[config.mk]
export PLATFORM = sky130hd
export DESIGN_NAME = i2c_regseq
export DESIGN_NICKNAME = d
export VERILOG_FILES = /design/src/rtl/i2cseq_pkg.sv /design/src/rtl/i2cseq_step_tbl.sv /design/src/rtl/i2cseq_poll_cnt.sv /design/src/rtl/i2c_regseq.sv
export SDC_FILE = /design/constraint.sdc
export NUM_CORES = 1
export LEC_CHECK = 0
export BUFFER_PORTS_ARGS = -buffer_cell sky130_fd_sc_hd__buf_2
export CORE_MARGIN = 5
export CORE_UTILIZATION = 38
export DETAILED_ROUTE_END_ITERATION = 16
export RECOVER_POWER = 50
export SLEW_MARGIN = 25
export SYNTH_ARGS = -nofsm -noshare
export SYNTH_HDL_FRONTEND = slang
export SYNTH_SLANG_ARGS = --single-unit
[constraint.sdc]
create_clock -name clk_i -period 2.2 [get_ports clk_i]
set_input_delay 0.11 -clock clk_i [delete_from_list [all_inputs] [get_ports clk_i]]
set_output_delay 0.11 -clock clk_i [all_outputs]
set_load 0.02 [all_outputs]
[src/rtl/i2cseq_pkg.sv]
package i2cseq_pkg;

  typedef enum logic [1:0] {
    RSEL_CTRL = 2'd0,
    RSEL_DATA = 2'd1,
    RSEL_STAT = 2'd2,
    RSEL_LINE = 2'd3
  } rsel_e;

  // byte loaded into the data register before a phase is launched
  typedef enum logic [2:0] {
    LD_NONE,
    LD_DEVW,
    LD_DEVR,
    LD_REG,
    LD_WDATA
  } ld_e;

  localparam logic [7:0] ST_IDLE    = 8'hF8;
  localparam logic [7:0] ST_START   = 8'h08;
  localparam logic [7:0] ST_RSTART  = 8'h10;
  localparam logic [7:0] ST_AW_ACK  = 8'h18;
  localparam logic [7:0] ST_TX_ACK  = 8'h28;
  localparam logic [7:0] ST_AR_ACK  = 8'h40;
  localparam logic [7:0] ST_RX_DONE = 8'h58;
  localparam logic [7:0] LINE_FREE  = 8'h3A;

  localparam int CB_START = 5;
  localparam int CB_STOP  = 4;
  localparam int CB_FLAG  = 3;

  localparam logic [5:0] KICK_START  = 6'h20;
  localparam logic [5:0] KICK_RSTART = 6'h28;
  localparam logic [5:0] KICK_NEXT   = 6'h08;
  localparam logic [5:0] KICK_STOP   = 6'h18;

  typedef struct packed {
    ld_e        ld;
    logic [5:0] kick;
    logic [7:0] code;
    logic       recv;
    logic       last;
  } step_t;

endpackage

[src/rtl/i2cseq_step_tbl.sv]
module i2cseq_step_tbl
  import i2cseq_pkg::*;
#(
  parameter int unsigned STEP_W = 3
) (
  input  logic              rd_i,
  input  logic [STEP_W-1:0] idx_i,
  output step_t             step_o
);

  always_comb begin
    step_o = '{ld: LD_NONE, kick: KICK_NEXT, code: ST_RX_DONE, recv: 1'b0, last: 1'b1};
    unique case (idx_i)
      3'd0: step_o = '{ld: LD_NONE, kick: KICK_START, code: ST_START,  recv: 1'b0, last: 1'b0};
      3'd1: step_o = '{ld: LD_DEVW, kick: KICK_NEXT,  code: ST_AW_ACK, recv: 1'b0, last: 1'b0};
      3'd2: step_o = '{ld: LD_REG,  kick: KICK_NEXT,  code: ST_TX_ACK, recv: 1'b0, last: 1'b0};
      3'd3: begin
        if (rd_i) step_o = '{ld: LD_NONE,  kick: KICK_RSTART, code: ST_RSTART, recv: 1'b0, last: 1'b0};
        else      step_o = '{ld: LD_WDATA, kick: KICK_NEXT,   code: ST_TX_ACK, recv: 1'b0, last: 1'b1};
      end
      3'd4: step_o = '{ld: LD_DEVR, kick: KICK_NEXT, code: ST_AR_ACK,  recv: 1'b0, last: 1'b0};
      3'd5: step_o = '{ld: LD_NONE, kick: KICK_NEXT, code: ST_RX_DONE, recv: 1'b1, last: 1'b1};
      default: ;
    endcase
  end

endmodule

[src/rtl/i2cseq_poll_cnt.sv]
module i2cseq_poll_cnt #(
  parameter int unsigned LIMIT = 'h2FF
) (
  input  logic clk_i,
  input  logic rst_ni,
  input  logic clr_i,
  input  logic tick_i,
  output logic expire_o
);

  localparam int unsigned CW = $clog2(LIMIT + 1);
  localparam logic [CW-1:0] LAST = CW'(LIMIT - 1);

  logic [CW-1:0] cnt_q;

  // expires on the LIMIT-th unsuccessful poll
  assign expire_o = tick_i && (cnt_q == LAST);

  always_ff @(posedge clk_i or negedge rst_ni) begin
    if (!rst_ni)     cnt_q <= '0;
    else if (clr_i)  cnt_q <= '0;
    else if (tick_i) cnt_q <= cnt_q + 1'b1;
  end

endmodule

[src/rtl/i2c_regseq.sv]
module i2c_regseq
  import i2cseq_pkg::*;
#(
  parameter int unsigned POLL_LIMIT = 'h2FF
) (
  input  logic       clk_i,
  input  logic       rst_ni,
  input  logic       cmd_valid_i,
  output logic       cmd_ready_o,
  input  logic       cmd_read_i,
  input  logic [6:0] cmd_dev_i,
  input  logic [7:0] cmd_reg_i,
  input  logic [7:0] cmd_wdata_i,
  output logic       done_o,
  output logic       pass_o,
  output logic       bus_stuck_o,
  output logic [7:0] rdata_o,
  output logic       reg_req_o,
  output logic       reg_we_o,
  output logic [1:0] reg_addr_o,
  output logic [7:0] reg_wdata_o,
  input  logic [7:0] reg_rdata_i
);

  localparam int unsigned STEP_W = 3;

  typedef enum logic [3:0] {
    S_IDLE, S_GETCTL, S_CHKIDLE, S_ISSUE, S_KICK, S_WAIT, S_RXDATA,
    S_CHECK, S_STOP, S_P_STOP, S_P_IDLE, S_P_LINE, S_DONE
  } state_e;

  state_e state_q, state_n;

  logic              rd_q;
  logic [6:0]        dev_q;
  logic [7:0]        reg_q;
  logic [7:0]        wd_q;
  logic [1:0]        keep_q;
  logic [STEP_W-1:0] step_q;
  logic              pass_q, stuck_q;
  logic [7:0]        rx_q;

  step_t step;
  logic  poll_st, cond_met, tick, expire, clr;
  logic  [7:0] ld_byte;

  i2cseq_step_tbl #(.STEP_W(STEP_W)) u_tbl (
    .rd_i   (rd_q),
    .idx_i  (step_q),
    .step_o (step)
  );

  i2cseq_poll_cnt #(.LIMIT(POLL_LIMIT)) u_poll (
    .clk_i    (clk_i),
    .rst_ni   (rst_ni),
    .clr_i    (clr),
    .tick_i   (tick),
    .expire_o (expire)
  );

  always_comb begin
    unique case (step.ld)
      LD_DEVW:  ld_byte = {dev_q, 1'b0};
      LD_DEVR:  ld_byte = {dev_q, 1'b1};
      LD_REG:   ld_byte = reg_q;
      LD_WDATA: ld_byte = wd_q;
      default:  ld_byte = 8'h00;
    endcase
  end

  assign poll_st = (state_q == S_WAIT) || (state_q == S_P_STOP) ||
                   (state_q == S_P_IDLE) || (state_q == S_P_LINE);

  always_comb begin
    unique case (state_q)
      S_WAIT:   cond_met = reg_rdata_i[CB_FLAG];
      S_P_STOP: cond_met = !reg_rdata_i[CB_STOP];
      S_P_IDLE: cond_met = (reg_rdata_i == ST_IDLE);
      S_P_LINE: cond_met = (reg_rdata_i == LINE_FREE);
      default:  cond_met = 1'b0;
    endcase
  end

  assign tick = poll_st && !cond_met;
  assign clr  = (state_n != state_q);

  // register port drive
  always_comb begin
    reg_req_o   = 1'b0;
    reg_we_o    = 1'b0;
    reg_addr_o  = RSEL_CTRL;
    reg_wdata_o = 8'h00;
    unique case (state_q)
      S_GETCTL: begin reg_req_o = 1'b1; reg_addr_o = RSEL_CTRL; end
      S_CHKIDLE, S_CHECK, S_P_IDLE: begin reg_req_o = 1'b1; reg_addr_o = RSEL_STAT; end
      S_WAIT, S_P_STOP: begin reg_req_o = 1'b1; reg_addr_o = RSEL_CTRL; end
      S_RXDATA: begin reg_req_o = 1'b1; reg_addr_o = RSEL_DATA; end
      S_P_LINE: begin reg_req_o = 1'b1; reg_addr_o = RSEL_LINE; end
      S_ISSUE: begin
        reg_req_o = 1'b1;
        reg_we_o  = 1'b1;
        if (step.ld != LD_NONE) begin
          reg_addr_o  = RSEL_DATA;
          reg_wdata_o = ld_byte;
        end else begin
          reg_addr_o  = RSEL_CTRL;
          reg_wdata_o = {keep_q, step.kick};
        end
      end
      S_KICK: begin
        reg_req_o   = 1'b1;
        reg_we_o    = 1'b1;
        reg_addr_o  = RSEL_CTRL;
        reg_wdata_o = {keep_q, step.kick};
      end
      S_STOP: begin
        reg_req_o   = 1'b1;
        reg_we_o    = 1'b1;
        reg_addr_o  = RSEL_CTRL;
        reg_wdata_o = {keep_q, KICK_STOP};
      end
      default: ;
    endcase
  end

  always_comb begin
    state_n = state_q;
    unique case (state_q)
      S_IDLE:    if (cmd_valid_i) state_n = S_GETCTL;
      S_GETCTL:  state_n = S_CHKIDLE;
      S_CHKIDLE: state_n = (reg_rdata_i == ST_IDLE) ? S_ISSUE : S_STOP;
      S_ISSUE:   state_n = (step.ld != LD_NONE) ? S_KICK : S_WAIT;
      S_KICK:    state_n = S_WAIT;
      S_WAIT: begin
        if (cond_met)    state_n = step.recv ? S_RXDATA : S_CHECK;
        else if (expire) state_n = S_STOP;
      end
      S_RXDATA:  state_n = S_CHECK;
      S_CHECK: begin
        if (reg_rdata_i == step.code) state_n = step.last ? S_STOP : S_ISSUE;
        else                          state_n = S_STOP;
      end
      S_STOP:    state_n = S_P_STOP;
      S_P_STOP:  if (cond_met) state_n = S_P_IDLE; else if (expire) state_n = S_DONE;
      S_P_IDLE:  if (cond_met) state_n = S_P_LINE; else if (expire) state_n = S_DONE;
      S_P_LINE:  if (cond_met || expire) state_n = S_DONE;
      S_DONE:    state_n = S_IDLE;
      default:   state_n = S_IDLE;
    endcase
  end

  always_ff @(posedge clk_i or negedge rst_ni) begin
    if (!rst_ni) begin
      state_q <= S_IDLE;
      rd_q    <= 1'b0;
      dev_q   <= '0;
      reg_q   <= '0;
      wd_q    <= '0;
      keep_q  <= '0;
      step_q  <= '0;
      pass_q  <= 1'b0;
      stuck_q <= 1'b0;
      rx_q    <= '0;
    end else begin
      state_q <= state_n;
      unique case (state_q)
        S_IDLE: if (cmd_valid_i) begin
          rd_q    <= cmd_read_i;
          dev_q   <= cmd_dev_i;
          reg_q   <= cmd_reg_i;
          wd_q    <= cmd_wdata_i;
          step_q  <= '0;
          pass_q  <= 1'b0;
          stuck_q <= 1'b0;
          rx_q    <= '0;
        end
        S_GETCTL: keep_q <= reg_rdata_i[7:6];
        S_RXDATA: rx_q <= reg_rdata_i;
        S_CHECK: if (reg_rdata_i == step.code) begin
          if (step.last) pass_q <= 1'b1;
          else           step_q <= step_q + 1'b1;
        end
        S_P_STOP, S_P_IDLE, S_P_LINE: if (expire) stuck_q <= 1'b1;
        default: ;
      endcase
    end
  end

  assign cmd_ready_o = (state_q == S_IDLE);
  assign done_o      = (state_q == S_DONE);
  assign pass_o      = pass_q;
  assign bus_stuck_o = stuck_q;
  assign rdata_o     = rx_q;

endmodule

## Word-level counts from Yosys, hierarchy flattened

Index checks and enable logic that the tools add are counted.
Widths: inputs -> output; s select.

| cells by class | value |
|---|---|
| $add $sub $neg | 2 |
| equality and inequality tests | 31 |
| muxes and demuxes | 37 |
| reductions and logical operators | 24 |

Operators with widths:

| kind | count |
|---|---|
| $pmux 19 s6 | 1 |
| $pmux 4 s12 | 1 |
| $mux 4 | 10 |
| $pmux 8 s4 | 1 |
| $pmux 8 s3 | 1 |
| $eq 4x4->1 const B | 5 |
| $mux 10 | 2 |
| $mux 19 | 1 |
| $eq 4x3->1 const B | 4 |
| $mux 8 | 2 |
| $pmux 8 s2 | 1 |
| $eq 3x2->1 const B | 4 |
| $reduce_or 11->1 | 1 |
| $add 10x1->10 const B | 1 |
| $eq 10x10->1 const B | 1 |
| $ne 2x2->1 const B | 5 |
| $eq 3x3->1 const B | 3 |
| $mux 1 | 9 |
| $mux 3 | 3 |
| $reduce_or 3->1 | 3 |
| $eq 4x2->1 const B | 2 |
| $eq 8x6->1 const B | 1 |
| $eq 8x8->1 | 1 |
| $eq 8x8->1 const B | 1 |
| other kinds (18) | 30 |

| storage, ports and cells | value |
|---|---|
| register bits | 53 |
| word-level logic and storage cells | 105 |

## Longest topological paths before layout

Gate-level depths: netlist of run 1.

| depth | value |
|---|---|
| depth in word-level cells | 11 |
| depth in mapped cells | 11 |

## Cells and area by module

From an unflattened synthesis of run 1, not the netlist that was laid out.

| second synthesis, totals | value |
|---|---|
| cell total of the unflattened synthesis | 359 |
| area total of the unflattened synthesis | 3372.0 µm² |

By module, submodules not included:

| module | times used | cells each | area each (µm²) |
|---|---|---|---|
| i2c_regseq | 1 | 276 | 2633.8 |
| i2cseq_poll_cnt | 1 | 52 | 524.3 |
| i2cseq_step_tbl | 1 | 31 | 214.0 |

## Worst setup path after synthesis of run 1

OpenSTA, ideal clock, no wires.

| path | value |
|---|---|
| path type | register -> output |
| start point | reg step_q[2] |
| end point | out reg_wdata_o[3] |
| arrival | 2.555 ns |
| data required time | 2.090 ns |
| path slack | -0.465 ns |
| stages on the path, launching flop included | 11 |
| cell sequence | dfrtp_1 buf_2 inv_1 ha_1 nand2b_1 buf_2 nor2_1 o32ai_1 a222oi_1 o41a_1 o22ai_1 |

| between the ends | value |
|---|---|
| word-level cells in the longest chain between the ends | 6 |
| elaborated cells between the ends (all ways) | 15 |
| those cells by class | 9 x eq/ne; 4 x mux; 2 x reduce/logical |

Ends and longest elaborated chain:

| what | line | source |
|---|---|---|
| start: declaration | i2c_regseq.sv:39 | `logic [STEP_W-1:0] step_q;` |
| start signal: assignment | i2c_regseq.sv:181 | `else step_q <= step_q + 1'b1;` |
| $eq 3x3->1, or another cell as far along | i2cseq_step_tbl.sv:13 | `unique case (idx_i)` |
| $pmux 19 s6 (*) | i2cseq_step_tbl.sv:13 |  |
| $eq 3x3->1, or another cell as far along | i2c_regseq.sv:62 | `unique case (step.ld)` |
| $pmux 8 s4 | i2c_regseq.sv:62 |  |
| $mux 8 | i2c_regseq.sv:102 | `if (step.ld != LD_NONE) begin` |
| $pmux 8 s3 (*) | i2c_regseq.sv:93 | `unique case (state_q)` |
| end: declaration | i2c_regseq.sv:21 | `output logic [7:0] reg_wdata_o,` |

Every way passes the cells marked *; elsewhere a longest branch is shown, timed or not.

## Final worst setup path of run 1

| path | value |
|---|---|
| start point | reg step_q[0] |
| end point | out reg_wdata_o[5] |

The elaborated chain is that of the path after synthesis.

==> results.json, run 1 <==
{
  "startpoint_type": "flip-flop",
  "grt_pass1_wl_mm": 15.55,
  "critPathArrivalTime_ns": 2.50,
  "antenna_found_initial": 0,
  "antenna_cells": 0,
  "grt_usage_pct": 18.72,
  "gp_congestion": 0.9055,
  "crit_buf_inv": 6,
  "hpwlAfterDp_mm": 6.721,
  "drc": 0,
  "syn_area_per_cell_um2": 9.880,
  "dieWidth_um": 102.2,
  "ys_ff_latch": 53,
  "rows": 33,
  "power_leakage_uw": 0.002029,
  "drive_gt1_share_pct": 49.78,
  "grt_pass1_vias": 3221,
  "drtIter0Drc": 222,
  "cp_data_required_time_ns": 2.09,
  "seq_area_frac_synth_pct": 41.05,
  "htree_levels": 2,
  "status": "finished, violations left",
  "ys_warn_count": 0,
  "rsz0062_at_grt": "yes",
  "synth_common_cells": "53 x dfrtp_1, 38 x nand2_1, 26 x mux2_2",
  "whs_ns": 0.01546,
  "postSynthCellCount": 327,
  "cts.sinks": 53,
  "synth.most_common_cell": "dfrtp_1",
  "worstPathCellList": "inv_2 > buf_4 > buf_6 > ha_4 > buf_6 > nor2_1 > a21oi_1 > nor3_2 > buf_4 > a222oi_1 > o32ai_4 > buf_6",
  "period_needed_ns": 2.613,
  "area_growth_pct": 45.70,
  "maxCapViolations": 0,
  "layout_setup_ws_ns": -0.4127,
  "synth_edf_count": 0,
  "io_pins": 59,
  "core_um2": 8258,
  "critPathMaxFanout": 7,
  "ys_types": 63,
  "hold_viol": 0,
  "tightestPinTransition_ns": 1.324,
  "fin_nets": 504,
  "wl_mm": 9.626,
  "async_flop_share_pct": 100.0,
  "p_sw_share_pct": 41.84,
  "cts_tree": "built",
  "combPwrFrac_pct": 56.0,
  "synthTopCellsByArea": "dfrtp_1 41%, mux2_2 9.1%, nand2_1 4.4%",
  "start_util_pct": 39.12,
  "p_switching_uw": 2059,
  "dieArea_um2": 10450,
  "syn_nets": 372,
  "cp_slowest_cell": "dfrtp_2",
  "min_period_over_period_pct": 118.8,
  "clkPwrFrac_pct": 12.6,
  "cp-end-kind": "primary output",
  "vias_per_cell": 5.492,
  "finalSetupViolations": 23,
  "critPathMaxStageDelay_ns": 0.47,
  "drv_slew": 0,
  "dr_total_vias": 3103,
  "drt-pass1-iter-count": 5,
  "violations": "setup timing",
  "cts_made_buffers": 5,
  "clk_latency_ns": 0.31,
  "synth_ff_type": "dfrtp_1",
  "portBuffers": 58,
  "cts_root_buf": "clkbuf_8",
  "netlist_area_um2": 3231,
  "die_h_um": 102.2,
  "crit_family": "compound AO/OA/AOI/OAI gates",
  "grt_max_degree": 54,
  "synth_top_area_share_pct": 41.05,
  "total_power_uw": 4922,
  "seqPwrFrac_pct": 31.4,
  "gr-total-overflow": 0,
  "powerDensity_nw_per_um2": 1046,
  "clk_pin_slew_ns": 0.11,
  "crit_type": "flip-flop to primary output",
  "max-clock-path-buffers": 2,
  "relSlewSlack_pct": 11.74,
  "crit_top_cell": "buf_6",
  "hold_class": "primary input to flip-flop",
  "fmax_ghz": 0.3827,
  "ant_nets": 0,
  "wl_per_cell_um": 17.04,
  "synth_top_cell_by_area": "dfrtp_1",
  "p_int_uw": 2862,
  "peakVddDrop_mv": 0.5171,
  "final_core_util_pct": 57.00,
  "finClkSkew_ns": 0.007009
}
[state kept, by name, summed over array words and instances (netlist names)]
name          count
u_poll.cnt_q     10
rdata_o           8
reg_q             8
wd_q              8
dev_q             7
state_q           4
step_q            3
keep_q            2
bus_stuck_o       1
pass_o            1
rd_q              1
[final timing paths]
kind                         startpoint              end  slack [ns]  depth (start not counted)
max reg2reg                   step_q[1]  u_poll.cnt_q[1]       -0.32                         13
max in group asynchronous        rst_ni        step_q[0]        0.63                          3
min                        cmd_reg_i[4]         reg_q[4]        0.02                          2
max                           step_q[0]   reg_wdata_o[5]       -0.41                         12
min in group asynchronous        rst_ni       rdata_o[3]        0.69                          3
min reg2reg                 bus_stuck_o      bus_stuck_o        0.49                          2
[metal layers]
layer / wire length [um] / up-vias / GRT usage, % / share of wire (%)
met2: 4544 / 109 / 31.58 / 47
li1: - / 1473 / - / -
met3: 615 / 15 / 2.389 / 6.4
met1: 4308 / 1506 / 25.61 / 45
met5: 0 / - / 0 / 0
met4: 157 / 0 / 4.541 / 1.6
[metrics by stage]
step | worst slack [ns] | std cells | TNS (ns) | cell area [um2]
2_1_floorplan | -0.04664 | 327 | -0.2587 | 3338
3_3_place_gp | -0.1614 | 538 | -1.920 | 4124
3_5_place_dp | -0.2219 | 538 | -2.687 | 4124
4_1_cts | -0.3123 | 560 | -4.545 | 4639
5_1_grt | -0.5320 | 565 | -8.798 | 4707
6_report | -0.4127 | 565 | -6.266 | 4707
[layout make-up]
| type | instances | area [um2] |
|---|---|---|
| Clock buffer | 5 | 68.82 |
| Clock inverter | 3 | 28.78 |
| Fill cell | 757 | 3551 |
| Inverter | 8 | 40.04 |
| Multi-Input combinational cell | 253 | 2130 |
| Sequential cell | 53 | 1329 |
| Tap cell | 105 | 131.4 |
| Timing Repair Buffer | 138 | 979.7 |
[worst register-to-register path: stages, from the launching register on]
cell and delay (ns):
dfrtp_1 0.41, buf_4 0.15, ha_4 0.16, ha_4 0.16
buf_4 0.13, a211oi_2 0.26, xnor2_1 0.11, nor3_2 0.14
nand4b_1 0.14, buf_6 0.16, o211a_4 0.15, mux2i_4 0.20
buf_12 0.15, nor3b_2 0.14
[layout by cell type (no fill, tap or decap), types with 3 or more instances in the layout]
master    instances
a21oi_1           7
a21oi_2           6
a222oi_1          7
a32o_1            3
and3_1            4
buf_2            40
buf_4            69
buf_6            15
clkbuf_1         10
clkbuf_8          5
dfrtp_1          51
ha_1              4
ha_4              6
inv_1             5
inv_6             3
mux2_2           26
mux2i_1           3
nand2_1          37
nand2b_1          3
nand3_1          18
nor2_1           16
nor2_2            4
nor2_4            3
nor2b_1           3
nor3_1            5
nor3_2           12
o21ai_0          12
xnor2_1          13
[what timing repair did]
action                                  CTS  global route
pin swaps                                17             9
endpoints found under the setup margin   19            24
resized for setup                        70             9
endpoints found under the hold margin    53             0
gates cloned                              1             0
hold buffers                              1             0
setup buffers                            12             5
[power groups by stage]
stage               sequential (uW)  combinational (uW)  clock [uW]
detailed placement             1560                2350           0
floorplan                      1570                1510           0
global route                   1600                2960         661
CTS                            1540                2740         635
finish                         1540                2760         619
global placement               1540                2310           0
[kinds of logic after synthesis]
| logic type | count (synthesis) | share of synthesized area (%) |
|---|---|---|
| AOI/OAI and AO/OA | 63 | 14.56 |
| xor gates and xnor gates | 15 | 4.067 |
| adders and majority gates | 10 | 3.873 |
| buffers and inverters | 22 | 4.067 |
| DFF | 53 | 41.05 |
| muxes | 31 | 11.00 |
| and+or+nand+nor | 133 | 21.38 |
No activity file was read; power rests on OpenSTA's default activity.
==> inputs of run 2 (changes only) <==
- REMOVE_ABC_BUFFERS: unset -> 1
==> run 2 against run 1 <==
  * The run still ends with setup timing left
  * Core utilization shrank 0.53 points
  * Die area is the same
  * Setup slack gained 0.14 ns
  * Global-route usage grew 0.50 points
  * Register-to-register slack gained 0.09 ns
  * Fmax grew 5.7%
  * Sequential power is essentially flat
  * Critical path depth shrank 3
  * Final cell count grew 0.88%
  * Critical path type unchanged
  * Largest power group unchanged
==> results.json, run 2 (synthesis results as in run 1) <==
{
  "finClkSkew_ns": 0.01485,
  "layout_commonest_cell": "buf_4",
  "peakVddDrop_mv": 0.4434,
  "critPathArrivalTime_ns": 2.36,
  "hold_class": "primary input to flip-flop",
  "violations": "setup timing",
  "worstPathCellList": "ha_2 > ha_4 > nand2b_4 > nor2_2 > o32ai_2 > a222oi_1 > o41a_1 > o22ai_2 > buf_6",
  "drv_slew": 0,
  "powerDensity_nw_per_um2": 1030,
  "hpwlAfterDp_mm": 6.697,
  "cp_data_required_time_ns": 2.09,
  "clk_pin_slew_ns": 0.10,
  "relSlewSlack_pct": 36.17,
  "grt_pass1_vias": 3241,
  "rsz0062_at_grt": "yes",
  "antenna_cells": 0,
  "maxCapViolations": 0,
  "largest_reg_flops": 10,
  "total_power_uw": 4804,
  "vias_per_cell": 5.481,
  "layout_setup_ws_ns": -0.2720,
  "critPathMaxFanout": 5,
  "start_util_pct": 39.12,
  "drtIter0Drc": 174,
  "portBuffers": 58,
  "fin_nets": 509,
  "max-clock-path-buffers": 2,
  "wl_per_cell_um": 16.66,
  "crit_buf_inv": 1,
  "grt_usage_pct": 19.22,
  "final_core_util_pct": 56.47,
  "drc": 0,
  "dr_total_vias": 3124,
  "hold_viol": 0,
  "final_cells": 570,
  "top_register": "u_poll.cnt_q",
  "core_um2": 8258,
  "wl_mm": 9.495,
  "placed_cells_incl_taps": 540,
  "die_h_um": 102.2,
  "grt_pass1_wl_mm": 15.95,
  "cts_root_buf": "clkbuf_8",
  "drt-pass1-iter-count": 4,
  "cts_made_buffers": 5,
  "drive_gt1_share_pct": 48.17,
  "gr-total-overflow": 0,
  "htree_levels": 2,
  "crit_family": "compound AO/OA/AOI/OAI gates",
  "ant_nets": 0,
  "area_growth_pct": 44.35,
  "finalSetupViolations": 23,
  "crit_type": "flip-flop to primary output",
  "mostFrequentLayoutCells": "73 x buf_4, 51 x dfrtp_1, 40 x buf_2",
  "cts_tree": "built",
  "grt_max_degree": 38,
  "fmax_ghz": 0.4045,
  "min_period_over_period_pct": 112.4,
  "r2r_slack_ns": -0.23,
  "cp_slowest_cell": "dfrtp_2",
  "power_leakage_uw": 0.002025,
  "placed_area_um2": 4031,
  "period_needed_ns": 2.472,
  "clk_latency_ns": 0.32,
  "status": "finished, violations left",
  "dieArea_um2": 10450,
  "rows": 33,
  "io_pins": 59,
  "critPathMaxStageDelay_ns": 0.45,
  "postLayoutCellArea_um2": 4663,
  "gp_congestion": 0.9412,
  "dieWidth_um": 102.2,
  "tightestPinTransition_ns": 0.9574,
  "antenna_found_initial": 0,
  "cts.sinks": 53,
  "cp-end-kind": "primary output",
  "startpoint_type": "flip-flop"
}
[run 2: changes by cell type in the layout (fill, tap and decap cells not counted), sizes merged]
cell,previous run,this run
buf,126,128
bufinv,0,1
clkbuf,16,17
dlygate4sd3,1,2
inv,10,9
mux2i,5,6
[run 2: timing repair]
item / CTS / global route
setup buffers: 18 / 0
cloned: 2 / 0
pin swaps: 25 / 4
endpoints found under the hold margin: 35 / 1
setup endpoints to repair: 22 / 25
gates resized for setup: 78 / 5
hold buffers: 1 / 1
[run 2: tightest hold or removal path: cells and delay by family]
family	cells	cell delay (ns)
buffers and inverters	1	0.10
and+or+nand+nor	2	0.09
[run 2: per-stage QoR]
stage	hold slack, ns	worst slack [ns]	setup TNS [ns]
2_1_floorplan	-0.1856	-0.7651	-30.41
3_5_place_dp	0.2735	-0.3364	-4.136
5_1_grt	0.004547	-0.3902	-6.976
6_report	0.008904	-0.2720	-4.125
4_1_cts	0.01117	-0.2678	-3.488
3_3_place_gp	0.2667	-0.2570	-3.269
[run 2: area by class of cell]
class / instances / area (um2)
Fill cell: 731 / 3595
Multi-Input combinational cell: 254 / 2077
Sequential cell: 53 / 1329
Timing Repair Buffer: 142 / 983.4
Tap cell: 105 / 131.4
Clock buffer: 5 / 68.82
Clock inverter: 3 / 43.79
Inverter: 8 / 30.03
[run 2: worst paths after layout]
kind | startpoint | endpoint | cells past startpoint
worst max-delay path | step_q[1] | reg_wdata_o[3] | 9
max in group asynchronous | rst_ni | u_poll.cnt_q[6] | 3
worst max register to register | u_poll.cnt_q[0] | u_poll.cnt_q[8] | 9
min in group asynchronous | rst_ni | u_poll.cnt_q[1] | 2
worst min register to register | rdata_o[2] | rdata_o[2] | 2
worst min-delay path | reg_rdata_i[2] | rdata_o[2] | 3
[run 2: metal layers]
| layer | part of all wire [%] | vias to the layer above | wire length, um | global-route usage, % |
|---|---|---|---|---|
| li1 | - | 1488 | - | - |
| met1 | 42 | 1537 | 4035 | 24.19 |
| met2 | 50 | 82 | 4762 | 33.63 |
| met3 | 5.2 | 17 | 497 | 3.072 |
| met4 | 2.1 | 0 | 200 | 6.256 |
| met5 | 0 | - | 0 | 0 |
[run 2: where the power goes]
part	total (uW)	internal, uW	switching [uW]
clock network	681	341	340
registers	1560	1320	233
logic	2570	1200	1370
==> inputs of run 3 (changes only) <==
- CTS_CLUSTER_SIZE: unset -> 12
- PLACE_DENSITY_LB_ADDON: unset -> 0.08
==> run 3 against run 2 <==
  * The run still ends with setup timing left
  * Clock power rose by 1%
  * Sequential share of layout area fell by 0.77 points
  * Setup slack worse by 0.046 ns
  * Critical endpoint is now reg_wdata_o[6]
  * Largest power group unchanged
==> results.json, run 3 (synthesis results as in run 1) <==
{
  "tightestPinTransition_ns": 1.324,
  "peakVddDrop_mv": 0.4294,
  "drive_gt1_share_pct": 49.46,
  "die_h_um": 102.2,
  "critPathMaxStageDelay_ns": 0.55,
  "period_needed_ns": 2.518,
  "final_core_util_pct": 58.03,
  "drv_slew": 0,
  "ant_nets": 0,
  "fmax_ghz": 0.3971,
  "crit_type": "flip-flop to primary output",
  "fillers": 704,
  "grt_usage_pct": 18.34,
  "area_growth_pct": 48.33,
  "hpwlAfterDp_mm": 6.782,
  "cts_tree": "built",
  "m1WireLength_mm": 4.237,
  "largest_reg_flops": 10,
  "finalSetupViolations": 19,
  "top_register": "u_poll.cnt_q",
  "violations": "setup timing",
  "drt-pass1-iter-count": 5,
  "maxCapViolations": 0,
  "cp_data_required_time_ns": 2.09,
  "gr-total-overflow": 0,
  "rsz0062_at_grt": "yes",
  "grt_pass1_vias": 3091,
  "postLayoutCellArea_um2": 4792,
  "startpoint_type": "flip-flop",
  "clk_pin_slew_ns": 0.10,
  "max-clock-path-buffers": 2,
  "critPathArrivalTime_ns": 2.41,
  "crit_family": "compound AO/OA/AOI/OAI gates",
  "core_um2": 8258,
  "setup_tns_ns": -4.935,
  "min_period_over_period_pct": 114.5,
  "grt_pass1_wl_mm": 15.34,
  "grt_max_degree": 37,
  "drtIter0Drc": 194,
  "finClkSkew_ns": 0.008837,
  "htree_levels": 2,
  "critPathMaxFanout": 4,
  "clk_latency_ns": 0.31,
  "mostFrequentLayoutCells": "70 x buf_4, 51 x dfrtp_1, 38 x nand2_1, 38 x buf_2, 26 x mux2_2",
  "dr_total_vias": 3013,
  "fin_nets": 507,
  "powerDensity_nw_per_um2": 1027,
  "drc": 0,
  "io_pins": 59,
  "hold_viol": 0,
  "cts_root_buf": "clkbuf_8",
  "layout_commonest_cell": "buf_4",
  "wl_per_cell_um": 16.67,
  "rr_startpoint": "step_q[1]",
  "antenna_cells": 0,
  "crit_top_cell": "buf_6",
  "gp_congestion": 0.9187,
  "met2_length_mm": 4.754,
  "cts_made_buffers": 5,
  "rows": 33,
  "wl_mm": 9.470,
  "cp_slowest_cell": "a222oi_1",
  "portBuffers": 58,
  "vias_per_cell": 5.305,
  "dieWidth_um": 102.2,
  "hp-start": "reg_rdata_i[2]",
  "route.met3.wl_um": 369,
  "hold_class": "primary input to flip-flop",
  "cts.sinks": 53,
  "worstPathCellList": "inv_2 > ha_4 > buf_6 > nor2_4 > a21oi_2 > nor3_2 > buf_4 > a222oi_1 > o2bb2ai_4 > buf_6",
  "dieArea_um2": 10450,
  "power_leakage_uw": 0.002086,
  "placed_area_um2": 4056,
  "top_layer_used": "met4",
  "cp-end-kind": "primary output",
  "whs_ns": 0.01951,
  "relSlewSlack_pct": 11.76,
  "startpoint": "step_q[0]",
  "status": "finished, violations left",
  "start_util_pct": 39.12,
  "antenna_found_initial": 0,
  "layout_setup_ws_ns": -0.3181,
  "crit_buf_inv": 4,
  "dp_slack_ns": -0.4657
}
run 3: cell count changes in the layout (fill, tap and decap cells not counted), sizes merged:
| cell | delta |
|---|---|
| buf | +1 |
| mux2i | -1 |
| dlygate4sd3 | -1 |
| o21ai | -1 |
run 3: where the power goes:
group / switching, uW / internal (uW) / total, uW
Combinational: 1370 / 1290 / 2670
Clock: 348 / 342 / 690
Sequential: 244 / 1320 / 1570
run 3: through the flow:
stage	instances	total power (uW)
5_1_grt	568	5234
6_report	568	4923
3_3_place_gp	540	3737
4_1_cts	560	4730
3_5_place_dp	540	3768
2_1_floorplan	313	2899
run 3: layout make-up:
type	instances	area (um2)	area share, %
repair buffers	142	1046	21.83
well taps	105	131.4	2.742
clock inverters	3	43.79	0.9138
inverters	8	32.53	0.6789
clock buffers	5	68.82	1.436
multi-input cells	252	2141	44.67
flip-flops and latches	53	1329	27.73
run 3: timing repair:
action                                  in CTS  in global routing
buffers inserted                            11                  9
resized for setup                           66                 32
endpoints found under the setup margin      23                 23
hold endpoints to repair                    22                  0
hold buffers                                 1                  0
cloned                                       0                  0
pin swaps                                   13                 14
run 3: worst reg2reg max path, cell delays in order (launching register included):
cell and delay, ns:
dfrtp_2 0.51, ha_4 0.20, ha_4 0.18, nand2b_4 0.14, a21oi_2 0.09, buf_4 0.13, o41a_1 0.40, o211a_4 0.26
mux2i_4 0.19, buf_12 0.16, nor3_2 0.16
run 3: worst paths after layout:
check / to / slack [ns] / depth (start not counted)
worst max register to register: u_poll.cnt_q[0] / -0.29 / 10
worst max-delay path: reg_wdata_o[6] / -0.32 / 10
min in group asynchronous: rdata_o[3] / 0.60 / 2
worst min-delay path: rdata_o[2] / 0.02 / 3
worst min register to register: rdata_o[2] / 0.51 / 2
max in group asynchronous: step_q[1] / 0.37 / 3
run 3: per-layer routing:
metal | up-vias | GRT usage, %
met5 | - | 0
met4 | 0 | 4.339
met3 | 9 | 2.867
met2 | 64 | 30.88
met1 | 1461 | 24.84
li1 | 1479 | -
